==> src/rtl/uft_pkg.sv <==
package uft_pkg;

  typedef enum logic [2:0] {
    PH_IDLE   = 3'd0,
    PH_START  = 3'd1,
    PH_DATA   = 3'd2,
    PH_PARITY = 3'd3,
    PH_EXTRA  = 3'd4,
    PH_STOP   = 3'd5
  } framePhase_t;

  // strobes from control to datapath
  typedef struct packed {
    logic        load;   // capture character and mode
    logic        shift;  // move to next data bit
    framePhase_t phase;  // current part of the frame
  } ctrlStrobes_t;

endpackage

==> src/rtl/uft_datapath.sv <==
module uft_datapath
  import uft_pkg::*;
#(
  parameter int DATA_W  = 8,
  parameter int LEN_W   = 2,
  parameter int MIN_LEN = 5
) (
  input  logic              clk,
  input  logic              rstN,
  input  ctrlStrobes_t      strobes,
  input  logic [DATA_W-1:0] txData,
  input  logic              extraBit,
  input  logic [LEN_W-1:0]  dataLen,
  input  logic              parityEn,
  input  logic [1:0]        parityType,
  input  logic              extraEn,
  input  logic              stopLong,
  output logic [LEN_W-1:0]  cfgLen,
  output logic              cfgParity,
  output logic              cfgExtra,
  output logic              cfgStopLong,
  output logic              txLine
);

  logic [DATA_W-1:0] lenMask;
  logic [DATA_W-1:0] shiftReg;
  logic              maskedXor;
  logic              parityCalc;
  logic              parityQ;
  logic              extraQ;

  // mask of the data bits that belong to the selected length
  for (genvar i = 0; i < DATA_W; i++) begin : g_mask
    assign lenMask[i] = (32'(i) < (32'(MIN_LEN) + 32'(dataLen)));
  end

  assign maskedXor = ^(txData & lenMask);

  always_comb begin
    case (parityType)
      2'b00:   parityCalc = ~maskedXor;
      2'b01:   parityCalc = maskedXor;
      2'b10:   parityCalc = 1'b1;
      default: parityCalc = 1'b0;
    endcase
  end

  always_ff @(posedge clk) begin
    if (!rstN) begin
      shiftReg    <= '0;
      parityQ     <= 1'b0;
      extraQ      <= 1'b0;
      cfgLen      <= '1;
      cfgParity   <= 1'b0;
      cfgExtra    <= 1'b0;
      cfgStopLong <= 1'b0;
    end else if (strobes.load) begin
      shiftReg    <= txData;
      parityQ     <= parityCalc;
      extraQ      <= extraBit;
      cfgLen      <= dataLen;
      cfgParity   <= parityEn;
      cfgExtra    <= extraEn;
      cfgStopLong <= stopLong;
    end else if (strobes.shift) begin
      shiftReg <= shiftReg >> 1;
    end
  end

  always_comb begin
    case (strobes.phase)
      PH_START:  txLine = 1'b0;
      PH_DATA:   txLine = shiftReg[0];
      PH_PARITY: txLine = parityQ;
      PH_EXTRA:  txLine = extraQ;
      default:   txLine = 1'b1;
    endcase
  end

endmodule

==> src/rtl/uft_ctrl.sv <==
module uft_ctrl
  import uft_pkg::*;
#(
  parameter int DATA_W        = 8,
  parameter int LEN_W         = 2,
  parameter int MIN_LEN       = 5,
  parameter int TICKS_PER_BIT = 16
) (
  input  logic             clk,
  input  logic             rstN,
  input  logic             startStrobe,
  input  logic             tick16,
  input  logic [LEN_W-1:0] cfgLen,
  input  logic             cfgParity,
  input  logic             cfgExtra,
  input  logic             cfgStopLong,
  output ctrlStrobes_t     strobes,
  output logic             busy,
  output logic             txDone
);

  localparam int CNT_W = $clog2(2 * TICKS_PER_BIT);
  localparam int IDX_W = $clog2(DATA_W);
  localparam logic [CNT_W:0] SHORT_TICKS = (CNT_W+1)'(TICKS_PER_BIT);
  localparam logic [CNT_W:0] MID_TICKS   = (CNT_W+1)'(TICKS_PER_BIT + TICKS_PER_BIT / 2);
  localparam logic [CNT_W:0] LONG_TICKS  = (CNT_W+1)'(2 * TICKS_PER_BIT);

  framePhase_t      phase, phaseNext, afterData;
  logic [CNT_W-1:0] tickCnt, cntNext;
  logic [IDX_W-1:0] bitIdx, idxNext, lastIdx;
  logic [CNT_W:0]   stopTicks, bitTicks;
  logic             bitEnd;
  logic             load, shift, doneNext;

  assign lastIdx = IDX_W'(MIN_LEN - 1) + IDX_W'(cfgLen);

  always_comb begin
    if (!cfgStopLong)                 stopTicks = SHORT_TICKS;
    else if (cfgLen == '0)            stopTicks = MID_TICKS;
    else                              stopTicks = LONG_TICKS;
  end

  assign bitTicks = (phase == PH_STOP) ? stopTicks : SHORT_TICKS;
  assign bitEnd   = ({1'b0, tickCnt} == (bitTicks - 1'b1));

  always_comb begin
    if (cfgParity)     afterData = PH_PARITY;
    else if (cfgExtra) afterData = PH_EXTRA;
    else               afterData = PH_STOP;
  end

  always_comb begin
    phaseNext = phase;
    cntNext   = tickCnt;
    idxNext   = bitIdx;
    load      = 1'b0;
    shift     = 1'b0;
    doneNext  = 1'b0;
    if (phase == PH_IDLE) begin
      if (startStrobe) begin
        phaseNext = PH_START;
        cntNext   = '0;
        load      = 1'b1;
      end
    end else if (tick16) begin
      if (bitEnd) begin
        cntNext = '0;
        case (phase)
          PH_START: begin
            phaseNext = PH_DATA;
            idxNext   = '0;
          end
          PH_DATA: begin
            if (bitIdx == lastIdx) begin
              phaseNext = afterData;
            end else begin
              idxNext = bitIdx + 1'b1;
              shift   = 1'b1;
            end
          end
          PH_PARITY: phaseNext = cfgExtra ? PH_EXTRA : PH_STOP;
          PH_EXTRA:  phaseNext = PH_STOP;
          default: begin
            phaseNext = PH_IDLE;
            doneNext  = 1'b1;
          end
        endcase
      end else begin
        cntNext = tickCnt + 1'b1;
      end
    end
  end

  always_ff @(posedge clk) begin
    if (!rstN) begin
      phase   <= PH_IDLE;
      tickCnt <= '0;
      bitIdx  <= '0;
      txDone  <= 1'b0;
    end else begin
      phase   <= phaseNext;
      tickCnt <= cntNext;
      bitIdx  <= idxNext;
      txDone  <= doneNext;
    end
  end

  assign busy          = (phase != PH_IDLE);
  assign strobes.load  = load;
  assign strobes.shift = shift;
  assign strobes.phase = phase;

endmodule

==> src/rtl/uart_frame_tx.sv <==
module uart_frame_tx
  import uft_pkg::*;
#(
  parameter int DATA_W        = 8,
  parameter int MIN_LEN       = 5,
  parameter int TICKS_PER_BIT = 16
) (
  input  logic              clk,
  input  logic              rstN,
  input  logic [DATA_W-1:0] txData,
  input  logic              extraBit,
  input  logic [1:0]        dataLen,
  input  logic              parityEn,
  input  logic [1:0]        parityType,
  input  logic              extraEn,
  input  logic              stopLong,
  input  logic              tick16,
  input  logic              startStrobe,
  output logic              txLine,
  output logic              busy,
  output logic              txDone
);

  localparam int LEN_W = 2;

  ctrlStrobes_t     strobes;
  logic [LEN_W-1:0] cfgLen;
  logic             cfgParity, cfgExtra, cfgStopLong;

  uft_ctrl #(
    .DATA_W(DATA_W), .LEN_W(LEN_W), .MIN_LEN(MIN_LEN), .TICKS_PER_BIT(TICKS_PER_BIT)
  ) u_ctrl (
    .clk(clk), .rstN(rstN), .startStrobe(startStrobe), .tick16(tick16),
    .cfgLen(cfgLen), .cfgParity(cfgParity), .cfgExtra(cfgExtra),
    .cfgStopLong(cfgStopLong), .strobes(strobes), .busy(busy), .txDone(txDone)
  );

  uft_datapath #(
    .DATA_W(DATA_W), .LEN_W(LEN_W), .MIN_LEN(MIN_LEN)
  ) u_dp (
    .clk(clk), .rstN(rstN), .strobes(strobes), .txData(txData),
    .extraBit(extraBit), .dataLen(dataLen), .parityEn(parityEn),
    .parityType(parityType), .extraEn(extraEn), .stopLong(stopLong),
    .cfgLen(cfgLen), .cfgParity(cfgParity), .cfgExtra(cfgExtra),
    .cfgStopLong(cfgStopLong), .txLine(txLine)
  );

endmodule

==> config.mk <==
export PLATFORM = sky130hd
export DESIGN_NAME = uart_frame_tx
export DESIGN_NICKNAME = d
export VERILOG_FILES = /design/src/rtl/uft_pkg.sv /design/src/rtl/uft_datapath.sv /design/src/rtl/uft_ctrl.sv /design/src/rtl/uart_frame_tx.sv
export SDC_FILE = /design/constraint.sdc
export NUM_CORES = 1
export LEC_CHECK = 0
export ABC_AREA = 1
export BUFFER_PORTS_ARGS = -buffer_cell sky130_fd_sc_hd__buf_2
export CORE_UTILIZATION = 56
export DETAILED_ROUTE_END_ITERATION = 12
export GPL_TIMING_DRIVEN = 0
export PLACE_DENSITY = 0.83
export SLEW_MARGIN = 30
export SYNTH_ARGS = -nofsm -noshare
export SYNTH_HDL_FRONTEND = slang
export SYNTH_HIERARCHICAL = 1
export SYNTH_SLANG_ARGS = --single-unit
==> constraint.sdc <==
create_clock -name clk -period 2.49 [get_ports clk]
set_input_delay 0.1245 -clock clk [delete_from_list [all_inputs] [get_ports clk]]
set_output_delay 0.1245 -clock clk [all_outputs]
set_load 0.01 [all_outputs]
=== Yosys cells after proc, flatten, opt, wreduce, memory -nomap -nowiden ===
Index checks and enable logic that the tools add are counted.

* Register bits after elaboration: 27
* Output and inout port bits: 3
* Word-level logic and storage cells: 85

* $add $sub $neg: 5
* Magnitude comparators: 8
* Eq/ne operators: 12
* Muxes and demuxes: 29
* Bitwise operators: 6
* Reduce and logical (&&, ||, !) cells: 14

{| class="wikitable"
|+ Operator list
! kind !! number
|-
| $lt 3x32->1 const A || 4
|-
| $lt 2x32->1 const A || 2
|-
| $lt 1x32->1 const A || 1
|-
| $mux 3 || 7
|-
| $mux 5 || 4
|-
| $mux 6 || 3
|-
| $mux 8 || 2
|-
| $pmux 3 s4 || 1
|-
| $mux 1 || 9
|-
| $and 8x8->8 || 1
|-
| $reduce_bool 2->1 || 4
|-
| $reduce_or 4->1 || 2
|-
| $reduce_xor 8->1 || 1
|-
| $eq 3x2->1 const B || 2
|-
| $eq 3x3->1 const B || 2
|-
| $eq 5x6->1 || 1
|-
| $pmux 3 s2 || 1
|-
| $sub 6x1->6 const B || 1
|-
| $add 5x1->5 const B || 1
|-
| $not 1->1 || 5
|-
| $reduce_and 5->1 || 1
|-
| $add 3x2->4 const A || 1
|-
| $logic_not 2->1 || 2
|-
| $lt 1x4->1 const A || 1
|-
| other kinds (14) || 15
|}

=== Longest topological paths before layout ===
* Word-level depth: 11
* Gate-level depth with buffers: 16
* Depth with buffers taken out: 15

=== By module ===
Netlist, hierarchy kept.

{| class="wikitable"
|+ Modules (own cells, without submodules)
! module !! instances !! cells each !! area an instance (um^2) !! seq. area each (um^2)
|-
| uft_ctrl || 1 || 124 || 858.3 || 240.2
|-
| uft_datapath || 1 || 105 || 748.2 || 300.3
|}

=== Worst setup path before layout ===
No wires, ideal clock.

* Path type: register -> register
* Start: reg u_ctrl.phase[0]
* End: reg u_dp.shiftReg[0]
* Library setup time: 0.126 ns
* Arrival time: 2.159 ns
* Required time: 2.364 ns
* Setup slack: 0.205 ns
* Cell stages (with the launch flop): 15
* Path buffers: 1
* Clock period less this slack: 2.285 ns
* Cells stage by stage: dfxtp_1 -> nand3_2 -> nor3b_1 -> ha_1 -> xor2_1 -> nor2_1 -> nand3_4 -> inv_2 -> nand2_1 -> nor2_1 -> buf_4 -> nor2_1 -> inv_1 -> o221ai_1 -> a31oi_1

* Longest elaborated chain between the ends: 8

{| class="wikitable"
|+ RTL lines
! element !! line !! source
|-
| start, declared || uft_ctrl.sv:28 || <nowiki>framePhase_t phase, phaseNext, afterData;</nowiki>
|-
| start signal, assigned || uft_ctrl.sv:101 || <nowiki>phase <= phaseNext;</nowiki>
|-
| $eq 3x3->1 || uft_ctrl.sv:43 || <nowiki>assign bitTicks = (phase == PH_STOP) ? stopTicks : SHORT_TICKS;</nowiki>
|-
| $mux 6 || uft_ctrl.sv:43 ||
|-
| $sub 6x1->6 || uft_ctrl.sv:44 || <nowiki>assign bitEnd = ({1'b0, tickCnt} == (bitTicks - 1'b1));</nowiki>
|-
| $eq 5x6->1 || uft_ctrl.sv:44 ||
|-
| $mux 1 || uft_ctrl.sv:66 || <nowiki>if (bitEnd) begin</nowiki>
|-
| $mux 1 || uft_ctrl.sv:65 || <nowiki>end else if (tick16) begin</nowiki>
|-
| $mux 1 (*) || uft_ctrl.sv:59 || <nowiki>if (phase == PH_IDLE) begin</nowiki>
|-
| via u_ctrl.shift || uft_ctrl.sv:33 || <nowiki>logic load, shift, doneNext;</nowiki>
|-
| $reduce_bool 2->1 (no source line) (*) || n/a ||
|-
| end signal, assigned || uft_datapath.sv:58 || <nowiki>shiftReg <= txData;</nowiki>
|-
| end signal, assigned || uft_datapath.sv:66 || <nowiki>shiftReg <= shiftReg >> 1;</nowiki>
|-
| end, declared || uft_datapath.sv:26 || <nowiki>logic [DATA_W-1:0] shiftReg;</nowiki>
|}

The timed path passes the listed nets; every way through them passes the cells marked *.
A chain may end at the register's enable or synchronous reset.

=== Worst setup path in the final report ===
* Start: reg u_ctrl.phase[1]
* End: reg u_dp.shiftReg[2]

Same word-level chain as after synthesis.

==> results.py <==
metrics = {
    "synthesis": {
        "netlist_area_um2": 1610,
        "ys_warn_count": 6,
        "synth-seq-cells": 27,
        "syn_inst": 229,
        "syn_avg_cell_area_um2": 7.02,
        "yosys.cell_types.count": 37,
        "synth_nets": 252,
        "ys_seq_area_frac": 0.336,
    },
    "setup_path": {
        "cp_max_fo": 7,
        "crit_required_ns": 2.76,
        "crit_buf_inv": 4,
        "slowest_delay_ns": 0.37,
        "start_kind": "flop",
        "endpoint_kind": "flop",
        "crit_arrival_ns": 2.58,
        "critPathKind": "reg2reg",
        "slowest_stage": "dfxtp_2",
        "crit_family": "simple AND/OR/NAND/NOR gates",
        "critPathMostFrequentCell": "inv_2",
        "path_cells": "inv_2 > nand3_2 > nor3b_2 > ha_1 > xor2_1 > nor2_2 > nand3_4 > inv_2 > nand2_1 > nor2_1 > buf_4 > nor2_4 > inv_1 > o221ai_1 > a31oi_1",
    },
    "cts": {
        "clockBufferDepth": 2,
        "clockRootBuffer": "clkbuf_4",
        "cts_buffers": 3,
        "clk_pin_slew_ns": 0.15,
        "cts_tree": "built",
        "clk_latency_ns": 0.33,
        "cts_max_level": 1,
        "clock_sinks": 27,
    },
    "power": {
        "power.density_nw_per_um2": 778,
        "leakagePower_uw": 0.000811,
        "totalPowerFinal_uw": 1410,
        "vdd_drop_max_uv": 614,
    },
    "floorplan": {
        "die_area_um2": 3090,
        "io_pins": 23,
        "die_h_um": 55.6,
        "core_um2": 2730,
        "fp-row-count": 19,
        "start_util": 0.588,
        "die_x_um": 55.6,
    },
    "final_layout": {
        "diodes": 0,
        "drive_gt1_frac": 0.238,
        "regArea_um2": 549,
        "layout.cells.non_filler": 287,
        "finalInstanceArea_um2": 1820,
        "multi_input_area_um2": 930,
        "layout_common_cells": "nand2_1, nor2_1, buf_2, inv_1, dfxtp_1",
        "final_nets": 280,
        "layout_commonest_cell": "nand2_1",
        "fillerInstances": 270,
        "syn_to_final_growth_pct": 13.2,
    },
    "route": {
        "ant_nets": 0,
        "routed_wl_um": 3290,
        "first_pass_iters": 6,
        "via_count": 1530,
        "drt-wirelength-per-cell_um": 11.5,
        "dr.first_iter.drc_count": 43,
        "via_per_inst": 5.33,
        "drc": 0,
    },
    "timing": {
        "worst_pin_slew_ns": 0.382,
        "fin_setup_tns_ns": 0,
        "setup_viol": 0,
        "clock_skew_ns": 0.00759,
        "fin_ws_ns": 0.177,
        "min_period_ns": 2.31,
        "drv_slew": 0,
        "fin_crit_sh": 0.929,
        "slew_headroom": 0.745,
        "fmax_ghz": 0.432,
        "hold_viol": 0,
    },
    "job": {
        "cap_violations": 0,
    },
    "global_route": {
        "overflow": 0,
        "grt_pass1_wl_um": 5670,
        "antenna_found_initial": 0,
        "grt_usage": 0.227,
        "grt_pass1_vias": 1353,
        "grt_max_degree": 15,
    },
    "placement": {
        "dp_hpwl_um": 2530,
        "numPlacedInstances": 282,
        "place_ws_ns": -0.165,
        "gp_congestion": 0.778,
        "port_buffers": 22,
        "placed_area_um2": 1760,
    },
    "hold_path": {
        "hold_class": "in2reg",
    },
    "status": {
        "run_status": "completed",
    },
}
-- area by class of cell --
class,count,area share
plain buffers,6,0.0186
clock buffers,4,0.0145
inverters,31,0.0661
multi-input cells,165,0.511
flip-flops and latches,27,0.302
well taps,31,0.0213
repair buffers,23,0.0661
-- registers in the layout, indices dropped and copies added, names as in the netlist, 2 cells and up --
register / flops
u_dp/shiftReg: 8
u_ctrl/tickCnt: 5
u_ctrl/bitIdx: 3
u_ctrl/phase: 3
u_dp/cfgLen: 2
-- kinds of logic after synthesis --
logic type,share of synthesized area
compound gates,0.176
xor+xnor,0.0491
fa+ha+maj,0.0234
buf+inv,0.0958
simple gates,0.319
flops,0.336
-- what timing repair did --
item / CTS / global route
resized for setup: 3 / 7
pin swaps: 0 / 0
hold buffers: 1 / 0
setup buffers: 0 / 0
hold endpoints to repair: 1 / 0
setup endpoints to repair: 6 / 7
-- worst min-delay path, cell delays in order --
cell,delay (ns)
buf_2,0.08
nor2_1,0.03
nor2_1,0.08
-- per-layer routing --
metal | up-vias | GRT usage | share of wire
li1 | 803 | - | -
met1 | 690 | 0.299 | 0.48
met2 | 31 | 0.380 | 0.48
met3 | 6 | 0.0422 | 0.034
met4 | 0 | 0.0607 | 0.010
met5 | - | 0 | 0
-- final timing paths --
path                                  from                             to  slack (ns)  cells past startpoint
max           u_ctrl/phase[1]$_SDFFE_PN0P_  u_dp/shiftReg[2]$_SDFFE_PN0P_        0.18                     15
min                               stopLong  u_dp/cfgStopLong$_SDFFE_PN0P_        0.01                      3
max reg2reg   u_ctrl/phase[1]$_SDFFE_PN0P_  u_dp/shiftReg[2]$_SDFFE_PN0P_        0.18                     15
min reg2reg  u_dp/shiftReg[7]$_SDFFE_PN0P_  u_dp/shiftReg[7]$_SDFFE_PN0P_        0.47                      2
-- synthesized netlist by cell type, drive strengths merged --
cell    instances  area, um2
a22oi           1       7.51
a221oi          3       26.3
a21oi          14       88.8
o221ai          3       26.3
dfxtp          27        541
a31oi           3       18.8
nor2           34        143
o21ai          14       73.8
xor2            5       43.8
or2             1       6.26
o211ai          3       22.5
nor3b           1       7.51
nand3b          1       7.51
nand3          16       97.6
nand2          56        245
inv            29        111
a21boi          2       18.8
buf             5       30.0
clkbuf          1       3.75
clkinv          2       8.75
nand4           1       6.26
ha              3       37.5
xnor2           4       35.0
-- per-stage QoR --
stage | hold slack [ns] | util
3_5_place_dp | 0.354 | 0.642
4_1_cts | 0.00593 | 0.657
5_1_grt | 0.0236 | 0.665
3_3_place_gp | 0.348 | 0.642
2_1_floorplan | 0.259 | -
6_report | 0.0132 | 0.665
-- where the power goes --
group          switching [uW]  leakage [uW]  internal (uW)
sequential               78.2      0.000223            534
clock                     130     0.0000150           62.9
combinational             379      0.000573            231
No activity file was read; power rests on OpenSTA's default activity.
